--- src/rtl/pv_pkg.sv ---
package pv_pkg;
    localparam int ACC_W  = 24;
    localparam int FREQ_W = 16;
    localparam int PW_W   = 12;
    localparam int ADDR_W = 3;

    localparam logic [ADDR_W-1:0] A_FREQ_LO = 3'd0;
    localparam logic [ADDR_W-1:0] A_FREQ_HI = 3'd1;
    localparam logic [ADDR_W-1:0] A_PW_LO   = 3'd2;
    localparam logic [ADDR_W-1:0] A_PW_HI   = 3'd3;
    localparam logic [ADDR_W-1:0] A_CTRL    = 3'd4;

    typedef enum logic {
        PH_RUN  = 1'b0,
        PH_HOLD = 1'b1
    } phase_state_t;
endpackage

--- src/rtl/pv_regfile.sv ---
module pv_regfile
    import pv_pkg::*;
#(
    parameter int FW = FREQ_W,
    parameter int PW = PW_W
) (
    input  logic              clk,
    input  logic              rst,
    input  logic              wr_en,
    input  logic [ADDR_W-1:0] wr_addr,
    input  logic [7:0]        wr_data,
    output logic [FW-1:0]     freq_o,
    output logic [PW-1:0]     width_o,
    output logic              hold_o
);
    localparam int PW_HI_W = PW - 8;

    logic [FW-1:0] freq_q;
    logic [PW-1:0] width_q;
    logic          hold_q;

    always_ff @(posedge clk) begin
        if (rst) begin
            freq_q  <= '0;
            width_q <= '0;
            hold_q  <= 1'b0;
        end else if (wr_en) begin
            unique case (wr_addr)
                A_FREQ_LO: freq_q[7:0]     <= wr_data;
                A_FREQ_HI: freq_q[FW-1:8]  <= wr_data[FW-9:0];
                A_PW_LO:   width_q[7:0]    <= wr_data;
                A_PW_HI:   width_q[PW-1:8] <= wr_data[PW_HI_W-1:0];
                A_CTRL:    hold_q          <= wr_data[0];
                default:   ;
            endcase
        end
    end

    assign freq_o  = freq_q;
    assign width_o = width_q;
    assign hold_o  = hold_q;

    // a write to the frequency low byte lands at the next edge
    a_r2_freq_lo_write: assert property (@(posedge clk) disable iff (rst)
        (wr_en && wr_addr == A_FREQ_LO) |=> (freq_o[7:0] == $past(wr_data)));

    // the width word is limited to 12 bits
    a_r8_width_hi_bits: assert property (@(posedge clk) disable iff (rst)
        (wr_en && wr_addr == A_PW_HI) |=> (width_o[PW-1:8] == $past(wr_data[PW_HI_W-1:0])));
endmodule

--- src/rtl/pv_phase_acc.sv ---
module pv_phase_acc
    import pv_pkg::*;
#(
    parameter int AW = ACC_W,
    parameter int FW = FREQ_W
) (
    input  logic          clk,
    input  logic          rst,
    input  logic          clk_en,
    input  logic          hold,
    input  logic [FW-1:0] freq,
    output logic [AW-1:0] acc_o
);
    localparam int PAD_W = AW - FW;

    phase_state_t  state_q, state_d;
    logic [AW-1:0] acc_q, acc_d;
    logic [AW-1:0] step_w;

    assign step_w = {{PAD_W{1'b0}}, freq};

    // State register
    always_ff @(posedge clk) begin
        if (rst) state_q <= PH_RUN;
        else     state_q <= state_d;
    end

    // Transitions: ENTER_HOLD and RELEASE
    always_comb begin
        state_d = state_q;
        unique case (state_q)
            PH_RUN:  if (hold)  state_d = PH_HOLD;
            PH_HOLD: if (!hold) state_d = PH_RUN;
            default: state_d = PH_RUN;
        endcase
    end

    // Accumulator next value per state
    always_comb begin
        acc_d = acc_q;
        unique case (state_q)
            PH_RUN: begin
                if (hold)        acc_d = '0;
                else if (clk_en) acc_d = acc_q + step_w;
            end
            PH_HOLD: begin
                if (hold)        acc_d = '0;
                else if (clk_en) acc_d = step_w;
                else             acc_d = '0;
            end
            default: acc_d = '0;
        endcase
    end

    always_ff @(posedge clk) begin
        if (rst) acc_q <= '0;
        else     acc_q <= acc_d;
    end

    assign acc_o = acc_q;

    // accumulator is zero on the cycle after reset
    a_r1_reset_zero: assert property (@(posedge clk) disable iff (rst)
        $past(rst) |-> (acc_o == '0));

    // advance by the frequency word
    a_r3_advance: assert property (@(posedge clk) disable iff (rst)
        (!hold && clk_en) |=> (acc_o == AW'($past(acc_o) + {{PAD_W{1'b0}}, $past(freq)})));

    // stall when the enable is low
    a_r4_stall: assert property (@(posedge clk) disable iff (rst)
        (!hold && !clk_en) |=> $stable(acc_o));

    // hold parks the accumulator at zero
    a_r5_hold_zero: assert property (@(posedge clk) disable iff (rst)
        hold |=> (acc_o == '0));
endmodule

--- src/rtl/pv_pulse_cmp.sv ---
module pv_pulse_cmp
    import pv_pkg::*;
#(
    parameter int PW = PW_W
) (
    input  logic [PW-1:0] phase,
    input  logic [PW-1:0] width,
    input  logic          hold,
    output logic          pulse
);
    always_comb begin
        pulse = hold | (phase < width);
    end
endmodule

--- src/rtl/pulse_voice.sv ---
module pulse_voice
    import pv_pkg::*;
#(
    parameter int AW = ACC_W,
    parameter int FW = FREQ_W,
    parameter int PW = PW_W
) (
    input  logic              clk,
    input  logic              rst,
    input  logic              clk_en,
    input  logic              wr_en,
    input  logic [ADDR_W-1:0] wr_addr,
    input  logic [7:0]        wr_data,
    output logic              pulse_out
);
    localparam int PH_LSB = AW - PW;

    logic [FW-1:0] freq_w;
    logic [PW-1:0] width_w;
    logic          hold_w;
    logic [AW-1:0] acc_w;

    pv_regfile #(.FW(FW), .PW(PW)) u_regs (
        .clk     (clk),
        .rst     (rst),
        .wr_en   (wr_en),
        .wr_addr (wr_addr),
        .wr_data (wr_data),
        .freq_o  (freq_w),
        .width_o (width_w),
        .hold_o  (hold_w)
    );

    pv_phase_acc #(.AW(AW), .FW(FW)) u_acc (
        .clk    (clk),
        .rst    (rst),
        .clk_en (clk_en),
        .hold   (hold_w),
        .freq   (freq_w),
        .acc_o  (acc_w)
    );

    pv_pulse_cmp #(.PW(PW)) u_cmp (
        .phase (acc_w[AW-1:PH_LSB]),
        .width (width_w),
        .hold  (hold_w),
        .pulse (pulse_out)
    );

    // output forced high while hold is set
    a_r5_force_high: assert property (@(posedge clk) disable iff (rst)
        hold_w |-> pulse_out);

    // a zero width gives a low output when not held
    a_r6_zero_width_low: assert property (@(posedge clk) disable iff (rst)
        (!hold_w && width_w == '0) |-> !pulse_out);
endmodule

--- config.mk ---
export PLATFORM = sky130hd
export DESIGN_NAME = pulse_voice
export DESIGN_NICKNAME = d
export VERILOG_FILES = /design/src/rtl/pv_pkg.sv /design/src/rtl/pv_regfile.sv /design/src/rtl/pv_phase_acc.sv /design/src/rtl/pv_pulse_cmp.sv /design/src/rtl/pulse_voice.sv
export SDC_FILE = /design/constraint.sdc
export NUM_CORES = 1
export LEC_CHECK = 0
export BUFFER_PORTS_ARGS = -buffer_cell sky130_fd_sc_hd__buf_2
export CORE_UTILIZATION = 40
export CTS_BUF_LIST = sky130_fd_sc_hd__clkbuf_8
export DETAILED_ROUTE_END_ITERATION = 12
export GPL_TIMING_DRIVEN = 0
export SETUP_SLACK_MARGIN = 0.3
export SYNTH_ARGS = -nofsm -noshare
export SYNTH_HDL_FRONTEND = slang
export SYNTH_HIERARCHICAL = 1
export SYNTH_SLANG_ARGS = --single-unit
--- constraint.sdc ---
create_clock -name clk -period 4.5 [get_ports clk]
set_clock_uncertainty 0.1 [all_clocks]
set_input_delay 0.9 -clock clk [delete_from_list [all_inputs] [get_ports clk]]
set_output_delay 0.9 -clock clk [all_outputs]
set_load 0.005 [all_outputs]
==> results.json <==
{
  "final_util_pct": 45.51,
  "syn_area_um2": 3507,
  "synth_common_cells": "dfxtp_1 (54), nand2b_1 (38), mux2i_1 (37)",
  "start_util_pct": 42.05,
  "hold_depth": 2,
  "synth_top_area_share_pct": 30.82,
  "place_area_um2": 3714,
  "synth-edff-count": 0,
  "cts_buffers": 5,
  "status": "finished, final reports clean",
  "hold_class": "reg2reg",
  "area_delta_synth_final_pct": 8.241,
  "setup_tns_ps": 0,
  "syn_nets": 453,
  "regToRegStartpoint": "u_regs/freq_o[0]$_SDFFE_PP0P_",
  "yosysMostFrequentCell": "dfxtp_1",
  "rsz0062_at_grt": "no",
  "overflow": 0,
  "cts_tree": "done",
  "n_antenna_cell": 0,
  "cts_resized": 0,
  "worst_slack_ps": 1690,
  "postSynthAreaPerCell_um2": 8.554,
  "dpl_worst_slack_ps": 1972,
  "gp_congestion": 0.8891,
  "drive_gt1_share_pct": 10.65,
  "crit_arrival_ps": 1810,
  "p_per_area_nw_per_um2": 229.2,
  "synth_flop_cell": "dfxtp_1",
  "wl_met1_um": 4298,
  "synth_warnings": 6,
  "ir_worst_vdd_uv": 150.1,
  "vias": 2988,
  "min-delay-start": "u_regs/width_o[2]$_SDFFE_PP0P_",
  "post_cts_buffers": 0,
  "cp-end-kind": "primary output",
  "cts_buffer_depth": 2,
  "rrSetupSlack_ps": 1930,
  "wl_um": 8805,
  "top_level_ports": 16,
  "worst_hold_slack_ps": 387.0,
  "fmax_mhz": 355.9,
  "clock_sinks": 54,
  "grt_max_degree": 17,
  "drtPass1Iterations": 4,
  "die_x_um": 95.64,
  "crit_fanout": 4,
  "synth.ff_latch_count": 54,
  "drv_slew": 0,
  "met2_length_um": 4003,
  "cp-start-kind": "flip-flop",
  "fin_crit_sh_pct": 62.44,
  "grt_pass1_wl_um": 14330,
  "ys_seq_area_share_pct": 30.82,
  "drtIter0Drc": 208,
  "core_region_area_um2": 8341,
  "htreeDepth": 2,
  "netlist_instances": 410,
  "r2r_cells": 8,
  "fin_nets": 475,
  "r2r-end": "u_acc/acc_o[18]$_SDFFE_PP0P_",
  "final_cell_area_um2": 3796,
  "critical_path_required_ps": 3500,
  "root_buffer": "clkbuf_8",
  "hold_path_end": "u_regs/width_o[2]$_SDFFE_PP0P_",
  "wl_met3_um": 431,
  "place_hpwl_um": 6832,
  "setup_violations": 0,
  "worst_slew_pin_slew_ps": 702.4,
  "yosys.area.top_type": "dfxtp_1",
  "grt_pass1_vias": 2774,
  "route.detailed.drc": 0,
  "p_leak_nw": 1.605,
  "drt-vias-per-instance": 5.564,
  "port-buffer-count": 15,
  "async_reset_ff_share_pct": 0,
  "clkLatencyLatePin_ps": 300,
  "clk_pin_slew_ps": 100,
  "finalCriticalPeriod_ps": 2810,
  "drv_cap": 0,
  "grt_usage_pct": 20.66,
  "synth_area_leaders": "dfxtp_1 (31%), mux2i_1 (11%), ha_1 (9.6%)",
  "dieArea_um2": 9146,
  "wl_per_cell_um": 16.40,
  "synth.distinct_cells": 58,
  "path_class": "reg2out",
  "die_h_um": 95.64,
  "rows": 33,
  "routed.top_layer": "met4",
  "slew_headroom_pct": 53.05,
  "final_antenna_net_count": 0,
  "hold_viol_final": 0,
  "fill_cells": 826,
  "hold_buffers": 0,
  "antenna_found_initial": 0
}
==> where the power goes <==
| part | switching [mW] | internal (mW) |
|---|---|---|
| clock | 0.164 | 0.108 |
| sequential | 0.00775 | 0.487 |
| combinational | 0.0603 | 0.0430 |
==> through the flow <==
step	instances	power [mW]
5_1_grt	537	0.9114
2_1_floorplan	410	0.5740
4_1_cts	537	0.8796
6_report	537	0.8701
3_5_place_dp	530	0.6078
3_3_place_gp	530	0.6062
==> worst max-delay path: stages, from the launching register on <==
cell and delay [ps]:
dfxtp_1 440, ha_1 300, a21oi_1 160, nand2_1 70, a211oi_1 240, o32a_1 190, buf_2 110
==> logic make-up after synthesis <==
group | count (synthesis) | synth area share (%)
compound gates | 93 | 16.98
xor+xnor | 13 | 3.247
fa+ha+maj | 28 | 10.20
buf+inv | 35 | 4.138
flops | 54 | 30.82
mux | 37 | 10.56
simple gates | 150 | 24.05
==> worst max-delay path by stage <==
stage | endpoint | slack, ps | cells after the start | startpoint
floorplan | pulse_out | 2260 | 6 | u_regs/width_o[10]$_SDFFE_PP0P_
finish | pulse_out | 1690 | 6 | u_acc/acc_o[22]$_SDFFE_PP0P_
global placement | u_acc/acc_o[11]$_SDFFE_PP0P_ | 1930 | 5 | rst
global route | pulse_out | 1570 | 6 | u_acc/acc_o[22]$_SDFFE_PP0P_
CTS | pulse_out | 1670 | 6 | u_acc/acc_o[22]$_SDFFE_PP0P_
detailed placement | u_acc/acc_o[10]$_SDFFE_PP0P_ | 1970 | 5 | rst
==> cells in the final DEF (no fill, tap or decap), types with 5 or more instances in the layout <==
master     n
a31oi_1    6
dfxtp_1   54
nand2b_1  38
nand4_1    5
nand2_1   31
mux2i_1   37
clkbuf_8   5
nor3_1     5
or3_1      5
o21ai_0   20
xnor2_1   10
nor2_1    29
inv_1     16
a211oi_1   7
nand3_1    9
buf_2     20
clkbuf_1  10
ha_1      27
a21oi_1   28
==> routing by layer <==
metal / global-route usage (%) / vias to the layer above
li1: - / 1518
met5: 0 / -
met2: 33.87 / 61
met1: 28.25 / 1402
met4: 4.602 / 0
met3: 3.429 / 7
==> registers in the layout, indices dropped and copies added (netlist names) <==
name and count:
u_acc/acc_o 24, u_acc/state_q 1, u_regs/freq_o 16, u_regs/hold_o 1, u_regs/width_o 12
==> layout make-up <==
class | count | area [um^2] | area share, %
buffer | 19 | 85.08 | 2.241
tap | 105 | 131.4 | 3.461
inverter | 16 | 60.06 | 1.582
clock buffer | 5 | 68.82 | 1.813
clock inverter | 2 | 13.76 | 0.3626
timing repair buffer | 15 | 75.07 | 1.978
multi-input combinational | 321 | 2281 | 60.09
sequential | 54 | 1081 | 28.48
Power figures use the tool's default switching activity.
